### src/rtl/tmr_pkg.sv
package tmr_pkg;
    localparam int CB_ONESHOT  = 0;
    localparam int CB_WIDE     = 1;
    localparam int CB_PRE_LO   = 2;
    localparam int CB_PRE_HI   = 3;
    localparam int CB_PERIODIC = 6;
    localparam int CB_ENA      = 7;
    localparam int CTRL_W      = 8;
    localparam int PRE_W       = 8;

    localparam logic [1:0] W_LOAD = 2'd0;
    localparam logic [1:0] W_VAL  = 2'd1;
    localparam logic [1:0] W_CTRL = 2'd2;
    localparam logic [1:0] W_BG   = 2'd3;

    localparam logic [1:0] W_MASK = 2'd0;
    localparam logic [1:0] W_RAW  = 2'd1;
    localparam logic [1:0] W_MIS  = 2'd2;
    localparam logic [1:0] W_CLR  = 2'd3;

    typedef enum logic [1:0] {
        CH_OFF   = 2'd0,
        CH_RUN   = 2'd1,
        CH_SPENT = 2'd2
    } ch_state_e;
endpackage

### src/rtl/tmr_chan.sv
module tmr_chan
    import tmr_pkg::*;
#(
    parameter int CNT_W    = 32,
    parameter int NARROW_W = 16
) (
    input  logic              clk,
    input  logic              rst_n,
    input  logic              ctrl_we,
    input  logic              load_we,
    input  logic              bg_we,
    input  logic [CNT_W-1:0]  wdata,
    output logic [CTRL_W-1:0] ctrl_o,
    output logic [CNT_W-1:0]  cnt_o,
    output logic [CNT_W-1:0]  reload_o,
    output logic              event_o
);
    localparam logic [CNT_W-1:0] NARROW_MASK = {{(CNT_W-NARROW_W){1'b0}}, {NARROW_W{1'b1}}};
    localparam logic [CNT_W-1:0] ONE         = {{(CNT_W-1){1'b0}}, 1'b1};

    ch_state_e         state_q, state_d;
    logic [CTRL_W-1:0] ctrl_q, ctrl_d;
    logic [CNT_W-1:0]  cnt_q, reload_q, wmask, cnt_m;
    logic [PRE_W-1:0]  pre_q;
    logic              tick, running;

    assign ctrl_d  = ctrl_we ? wdata[CTRL_W-1:0] : ctrl_q;
    assign wmask   = ctrl_q[CB_WIDE] ? '1 : NARROW_MASK;
    assign cnt_m   = cnt_q & wmask;
    assign running = (state_q == CH_RUN);

    always_comb begin
        unique case (ctrl_q[CB_PRE_HI:CB_PRE_LO])
            2'b00:   tick = 1'b1;
            2'b01:   tick = (pre_q[3:0] == 4'hF);
            default: tick = (pre_q == '1);
        endcase
    end

    // state register
    always_ff @(posedge clk or negedge rst_n) begin
        if (!rst_n) state_q <= CH_OFF;
        else        state_q <= state_d;
    end

    // next state
    always_comb begin
        state_d = state_q;
        unique case (state_q)
            CH_OFF:   if (ctrl_d[CB_ENA]) state_d = CH_RUN;
            CH_RUN: begin
                if (!ctrl_d[CB_ENA])
                    state_d = CH_OFF;
                else if (tick && !load_we && ctrl_q[CB_ONESHOT] && (cnt_m == '0))
                    state_d = CH_SPENT;
            end
            CH_SPENT: begin
                if (!ctrl_d[CB_ENA])                       state_d = CH_OFF;
                else if (load_we || !ctrl_d[CB_ONESHOT])   state_d = CH_RUN;
            end
            default:  state_d = CH_OFF;
        endcase
    end

    // datapath outputs of the state machine
    always_ff @(posedge clk or negedge rst_n) begin
        if (!rst_n) begin
            ctrl_q   <= '0;
            cnt_q    <= '0;
            reload_q <= '0;
            pre_q    <= '0;
        end else begin
            ctrl_q <= ctrl_d;
            if (load_we || bg_we) reload_q <= wdata;
            if (load_we) begin
                cnt_q <= wdata;
                pre_q <= '0;
            end else if (running) begin
                pre_q <= pre_q + 1'b1;
                if (tick) begin
                    if (cnt_m != '0)               cnt_q <= cnt_m - ONE;
                    else if (ctrl_q[CB_ONESHOT])   cnt_q <= '0;
                    else if (ctrl_q[CB_PERIODIC])  cnt_q <= reload_q & wmask;
                    else                           cnt_q <= wmask;
                end
            end
        end
    end

    assign event_o  = running && tick && !load_we && (cnt_m == ONE);
    assign ctrl_o   = ctrl_q;
    assign cnt_o    = cnt_m;
    assign reload_o = reload_q;

    p_hold_off_r13: assert property (@(posedge clk) disable iff (!rst_n)
        (state_q == CH_OFF) && !load_we |=> $stable(cnt_q) && $stable(pre_q));
    p_spent_zero_r7: assert property (@(posedge clk) disable iff (!rst_n)
        (state_q == CH_SPENT) && !load_we |=> $stable(cnt_q));
    p_event_zero_r8: assert property (@(posedge clk) disable iff (!rst_n)
        event_o |=> (cnt_o == '0));
    p_off_no_event_r13: assert property (@(posedge clk) disable iff (!rst_n)
        (state_q != CH_RUN) |-> !event_o);
endmodule

### src/rtl/tmr_unit.sv
module tmr_unit
    import tmr_pkg::*;
#(
    parameter int NCH    = 4,
    parameter int CNT_W  = 32,
    parameter int ADDR_W = 8
) (
    input  logic              clk,
    input  logic              rst_n,
    input  logic              psel,
    input  logic              penable,
    input  logic              pwrite,
    input  logic [ADDR_W-1:0] paddr,
    input  logic [CNT_W-1:0]  pwdata,
    output logic [CNT_W-1:0]  prdata,
    output logic              irq_o
);
    localparam int BLK_W = ADDR_W - 4;

    logic             wr_en, aligned;
    logic [BLK_W-1:0] blk;
    logic [1:0]       word;
    logic [NCH-1:0]   mask_q, raw_q, evt, clr;
    logic [NCH-1:0]   ctrl_we, load_we, bg_we;
    logic [CTRL_W-1:0] ctrl_v [NCH];
    logic [CNT_W-1:0]  cnt_v  [NCH];
    logic [CNT_W-1:0]  rel_v  [NCH];

    assign aligned = (paddr[1:0] == 2'b00);
    assign blk     = paddr[ADDR_W-1:4];
    assign word    = paddr[3:2];
    assign wr_en   = psel && penable && pwrite && aligned;

    for (genvar i = 0; i < NCH; i++) begin : g_ch
        logic hit;
        assign hit        = wr_en && (blk == BLK_W'(i + 1));
        assign ctrl_we[i] = hit && (word == W_CTRL);
        assign load_we[i] = hit && (word == W_LOAD);
        assign bg_we[i]   = hit && (word == W_BG);

        tmr_chan #(.CNT_W(CNT_W), .NARROW_W(16)) u_chan (
            .clk      (clk),
            .rst_n    (rst_n),
            .ctrl_we  (ctrl_we[i]),
            .load_we  (load_we[i]),
            .bg_we    (bg_we[i]),
            .wdata    (pwdata),
            .ctrl_o   (ctrl_v[i]),
            .cnt_o    (cnt_v[i]),
            .reload_o (rel_v[i]),
            .event_o  (evt[i])
        );

        p_event_wins_r12: assert property (@(posedge clk) disable iff (!rst_n)
            evt[i] |=> raw_q[i]);
        p_clear_r12: assert property (@(posedge clk) disable iff (!rst_n)
            clr[i] && !evt[i] |=> !raw_q[i]);
        p_raw_sticky_r8: assert property (@(posedge clk) disable iff (!rst_n)
            raw_q[i] && !clr[i] |=> raw_q[i]);
    end

    assign clr = (wr_en && blk == '0 && word == W_CLR) ? pwdata[NCH-1:0] : '0;

    always_ff @(posedge clk or negedge rst_n) begin
        if (!rst_n) begin
            mask_q <= '0;
            raw_q  <= '0;
        end else begin
            if (wr_en && blk == '0 && word == W_MASK) mask_q <= pwdata[NCH-1:0];
            raw_q <= (raw_q & ~clr) | evt;
        end
    end

    assign irq_o = |(raw_q & mask_q);

    always_comb begin
        prdata = '0;
        if (aligned) begin
            if (blk == '0) begin
                unique case (word)
                    W_MASK:  prdata = CNT_W'(mask_q);
                    W_RAW:   prdata = CNT_W'(raw_q);
                    W_MIS:   prdata = CNT_W'(raw_q & mask_q);
                    default: prdata = '0;
                endcase
            end else begin
                for (int i = 0; i < NCH; i++) begin
                    if (blk == BLK_W'(i + 1)) begin
                        unique case (word)
                            W_VAL:   prdata = cnt_v[i];
                            W_CTRL:  prdata = CNT_W'(ctrl_v[i]);
                            default: prdata = rel_v[i];
                        endcase
                    end
                end
            end
        end
    end

    p_irq_needs_mask_r11: assert property (@(posedge clk) disable iff (!rst_n)
        (mask_q == '0) |-> !irq_o);
endmodule

### config.mk
export PLATFORM = sky130hd
export DESIGN_NAME = tmr_unit
export DESIGN_NICKNAME = d
export VERILOG_FILES = /design/src/rtl/tmr_pkg.sv /design/src/rtl/tmr_chan.sv /design/src/rtl/tmr_unit.sv
export SDC_FILE = /design/constraint.sdc
export NUM_CORES = 1
export LEC_CHECK = 0
export BUFFER_PORTS_ARGS = -buffer_cell sky130_fd_sc_hd__buf_2
export CORE_UTILIZATION = 45
export CTS_CLUSTER_SIZE = 12
export DETAILED_ROUTE_END_ITERATION = 6
export PLACE_DENSITY_LB_ADDON = 0.1
export SETUP_SLACK_MARGIN = 0.05
export SLEW_MARGIN = 20
export SYNTH_ARGS = -nofsm -noshare
export SYNTH_HDL_FRONTEND = slang
export SYNTH_SLANG_ARGS = --single-unit
### constraint.sdc
create_clock -name clk -period 3.5 [get_ports clk]
set_clock_uncertainty 0.1 [all_clocks]
set_input_delay 0.7 -clock clk [delete_from_list [all_inputs] [get_ports clk]]
set_output_delay 0.7 -clock clk [all_outputs]
set_load 0.05 [all_outputs]
Yosys cells after proc, flatten, opt, wreduce, memory -nomap -nowiden
Index checks and enable logic that the tools add are counted.
- $add $sub $neg: 8
- eq/ne operators: 43
- bitwise logic cells: 13
- reductions and logical operators: 98
- muxes and demuxes: 80
- operator list (operator ; count):
    two-way mux 32 bit ; 34
    AND 32 bit ; 8
    one-hot mux 32 bit (2 select lines) ; 4
    equality test 32 x 1 -> 1 bit (second input constant) ; 4
    zero test 32 bit ; 4
    nonzero test 32 bit ; 4
    subtractor 32 x 1 -> 32 bit (second input constant) ; 4
    two-way mux 8 bit ; 12
    logical AND 1 bit ; 46
    two-way mux 2 bit ; 20
    adder 8 x 1 -> 8 bit (second input constant) ; 4
    equality test 8 bit (second input constant) ; 4
    inequality test 3 bit (second input constant) ; 8
    one-hot mux 2 bit (3 select lines) ; 4
    zero test 2 bit ; 10
    equality test 2 x 1 -> 1 bit (second input constant) ; 9
    equality test 4 bit (second input constant) ; 4
    nonzero test 2 bit ; 8
    AND 4 bit ; 3
    equality test 2 bit (second input constant) ; 6
    one-hot mux 4 bit (3 select lines) ; 1
    AND reduction 3 bit ; 4
    equality test 4 x 2 -> 1 bit (second input constant) ; 2
    zero test 1 bit ; 8
    other kinds (11) ; 27
- output and inout bits: 33
- word-level logic and storage cells: 268
- flip-flop bits (word level): 336
- input bits: 45

Logic depth before layout (Yosys ltp)
- depth after elaboration: 12
- gate-level depth with buffers: 11
- depth with buffers taken out: 8

By module
Synthesis repeated with hierarchy kept, for this count alone.
- cells, all modules: 2640
- area, all modules: 23436.2 um^2
- modules (own cells, without submodules) (module ; cells each ; instances ; sequential area each (um^2) ; area each (um^2)):
    tmr_chan (g_ch[0].u_chan ...) ; 547 ; 2 ; 2052.0 ; 5107.4
    tmr_chan (g_ch[2].u_chan) ; 553 ; 1 ; 2052.0 ; 5061.1
    tmr_chan (g_ch[3].u_chan) ; 514 ; 1 ; 2052.0 ; 4823.4
    tmr_unit ; 479 ; 1 ; 200.2 ; 3337.0

Worst setup path before layout
Ideal clock, no wire load.
- kind: input to output
- start: input port paddr[5]
- end: output port prdata[7]
- data arrival time: 3100 ps
- cell stages on the path: 8
- data required time: 2700 ps
- path buffers: 3
- path slack: -400 ps
- cell sequence: buf_2 > or4b_2 > buf_2 > clkbuf_1 > o21ai_0 > o211ai_1 > a21o_1 > a31oi_1
- cells in the longest elaborated chain, start to end: 7
- elaborated cells between the ends (all ways): 11
- classes of those cells: 4 x eq/ne; 6 x mux; 1 x reduce/logical
- RTL lines (element ; RTL line ; RTL):
    from (decl) ; tmr_unit.sv:13 ; input logic [ADDR_W-1:0] paddr,
    equality test 4 x 1 -> 1 bit ; tmr_unit.sv:88 ; if (blk == BLK_W'(i + 1)) begin
    two-way mux 32 bit (4 in a row) ; tmr_unit.sv:88 ;
    two-way mux 32 bit (*) ; tmr_unit.sv:79 ; if (blk == '0) begin
    two-way mux 32 bit (*) ; tmr_unit.sv:78 ; if (aligned) begin
    to (decl) ; tmr_unit.sv:15 ; output logic [CNT_W-1:0] prdata,
Every way passes the cells marked *; elsewhere a longest branch is shown, timed or not.

Worst setup path in the final report
- start: input port paddr[6]
- end: output port prdata[7]
The elaborated chain is that of the path after synthesis.

==> results.toml <==
[status]
status = "finished clean"

[cells_and_area]
nets = 2771
final_cell_area_mm2 = 0.0266
drive_gt1_share_pct = 22.3
final_cells = 3355
antenna_cells = 0
syn2layout_area_growth_pct = 22.3
nFillCells = 4341

[logic_synthesis]
synth_nets = 2658
synthFlopType = "dfrtp_1"
synth_seq_cells = 336
seq_area_frac_synth_pct = 38.6
synth_area_per_cell_um2 = 8.38
syn_area_mm2 = 0.0218
synth_edf_count = 0
synth.distinct_cells = 83
async_flop_share_pct = 100
syn_inst = 2596
ys_warn_count = 0

[critical_path]
crit_type = "input pin to primary output"
worst_ep_arrival_time_ns = 2.69
worstPathRequired_ns = 2.70
cpPeakStageDelay_ns = 0.59
cp_cell_sequence = "buf_8 > or4b_4 > buf_12 > o21ai_1 > a221o_1 > o211ai_1 > a21o_1 > a31oi_4 > buf_12"
critPathCaptureType = "primary output"
cp_common_cell = "buf_12"
crit_slowest_cell = "or4b_4"
startpoint_type = "input pin"
critPathMaxFanout = 7

[timing]
setup_violations = 0
worst_slew_pin_slew_ns = 0.928
whs_ns = 0.410
finalHoldViolations = 0
max_slew_margin_pct = 37.8
fin_crit_ns = 3.49
fin_crit_sh_pct = 99.8
rsz0062_at_grt = "yes"
drv_slew = 0
fmax_mhz = 286
tns_ns = 0

[route]
vias = 22800
wl_um = 97400
routed_via_density = 6.80
first_pass_iters = 6
drt-initial-drc-count = 2987
routedWlPerCell_um = 29.0
drc_errors = 0
postRouteAntennaNets = 0

[clocking]
clock_latency_ns = 0.59
cts_buffer_depth = 3
cts_tree = "done"
cts.sinks = 336
root_buffer = "clkbuf_16"
cts_made_buffers = 42
clk_pin_slew_worst_paths_ns = 0.06
htreeDepth = 2

[floorplanning]
die-area_mm2 = 0.0492
num_rows = 80
core_mm2 = 0.0477
io_pins = 78
die_h_um = 222
start_util_pct = 45.6
fp.dieW_um = 222

[power_and_ir_drop]
powerDensity_mw_per_mm2 = 474
ir_worst_vdd_mv = 0.370
p_leak_uw = 0.0111

[grt]
grt_max_degree = 72
grtUsageTotal_pct = 38.8
grt_use_met2_pct = 59.8
gr-usage-met1_pct = 50.8
use_met3_pct = 8.43
top_usage_layer = "met2"
grt_overflow = 0
grt_pass1_vias = 21700
grt_pass1_wl_um = 143000
antenna_found_initial = 5

[hold_path]
hold_path.class = "register to register"

[placed_design]
place_congestion = 0.982
hpwl_um = 68700
io_buffers = 77
postPlaceCellArea_mm2 = 0.0243
dpl.cell_count = 3264

[flow_run]
drv_cap = 0
metrics by stage:
stage	utilization [%]	power, uW	worst slack [ns]
global route	55.8	13100	-0.0174
global placement	50.8	7630	-0.413
detailed placement	50.8	7700	-0.352
CTS	54.7	12500	0.0283
floorplan	-	6540	-0.0658
finish	55.8	12600	0.00552
worst paths after layout:
path	start	to	slack [ns]	cells after the start
min reg2reg	g_ch[2].u_chan.ctrl_o[4]	g_ch[2].u_chan.ctrl_o[4]	0.41	1
max reg2reg	g_ch[0].u_chan.cnt_q[18]	g_ch[0].u_chan.cnt_q[9]	0.26	6
min in group asynchronous	rst_n	g_ch[0].u_chan.pre_q[6]	0.55	2
max	paddr[6]	prdata[7]	0.006	9
min	g_ch[2].u_chan.ctrl_o[4]	g_ch[2].u_chan.ctrl_o[4]	0.41	1
max in group asynchronous	rst_n	g_ch[3].u_chan.cnt_q[21]	1.88	3
kinds of logic after synthesis:
family / count (synthesis) / share of synthesized area (%)
compound gates: 868 / 25.3
xor+xnor: 66 / 2.66
fa+ha+maj: 17 / 0.977
buf+inv: 272 / 4.75
flops: 336 / 38.6
mux: 153 / 7.77
simple gates: 884 / 19.9
report_power, final:
group	internal, uW	leakage, uW	switching, uW	total [uW]
logic	1220	0.00631	1830	3050
registers	4280	0.00411	574	4850
clock network	2870	0.000716	1840	4720
cell usage after synthesis (6+ instances only):
cell type,count,share of area (%)
nand4_1,22,0.63
nor2_1,235,4.1
o31ai_1,11,0.38
nand2_1,236,4.1
a22o_1,14,0.56
o41ai_1,11,0.44
a21oi_1,173,4.0
ha_1,17,0.98
a211oi_1,27,0.93
and3_1,53,1.5
nand4b_1,6,0.24
mux2i_1,25,1.1
o311ai_0,6,0.24
dfrtp_1,336,39
o2111ai_1,8,0.32
a221oi_1,15,0.60
a21o_1,14,0.48
o22ai_1,51,1.5
xnor2_1,26,1.0
or3_1,48,1.4
inv_1,68,1.2
o211a_1,8,0.37
a22oi_1,53,1.8
buf_1,12,0.21
nand3_1,69,1.6
nor2b_1,7,0.20
or2_2,6,0.17
buf_2,8,0.18
o21ai_0,268,6.2
nand2b_1,9,0.26
clkbuf_1,180,3.1
nor4_1,38,1.1
a221o_1,22,1.0
xor2_1,40,1.6
o21a_1,20,0.69
nor3_1,82,1.9
o21bai_1,8,0.28
o211ai_1,41,1.4
a2111oi_0,6,0.24
a32o_1,6,0.28
and2_1,18,0.52
mux2_2,128,6.6
or4_1,18,0.62
a31oi_1,64,1.8
layout make-up:
type                    count  area, um^2  share of cell area, %
multi-input cells        1988       13100                   49.3
clock buffers              61        1270                   4.76
well taps                 615         769                   2.89
flip-flops and latches    336        8410                   31.6
inverters                  71         277                   1.04
clock inverters            14         206                  0.775
repair buffers            270        2580                   9.68
timing repair:
item,in CTS,in global routing
gates resized for setup,91,91
hold endpoints to repair,55,0
endpoints found under the setup margin,32,32
hold buffers,1,0
setup buffers,4,7
pin swaps,17,28
gates cloned,1,3
flip-flops by register name, summed over array words and instances, names as in the netlist:
| register | cells |
|---|---|
| g_ch.u_chan.cnt_q | 128 |
| g_ch.u_chan.ctrl_o | 32 |
| g_ch.u_chan.pre_q | 32 |
| g_ch.u_chan.reload_o | 128 |
| g_ch.u_chan.state_q | 8 |
| mask_q | 4 |
| raw_q | 4 |
layer usage:
layer	wire (um)	share of wire [%]	vias to the layer above
met5	0	0	-
met4	5660	5.8	0
met3	9700	10	311
met2	43100	44	1422
met1	39000	40	11200
li1	-	-	9878
worst max-delay path, delay by kind of cell:
family	cells	cell delay [ns]
buffers and inverters	3	0.46
and+or+nand+nor	1	0.59
AOI/OAI and AO/OA	5	0.92
placed cells by master, fill, tap and decap left out, types with 60 or more instances in the layout:
master / n
o21ai_0: 246
inv_1: 65
a31oi_1: 60
nand3_1: 68
dfrtp_1: 335
nor3_1: 79
buf_4: 162
nor2_1: 212
mux2_2: 128
nand2_1: 236
a21oi_1: 158
(Power assumes the default switching activity.)
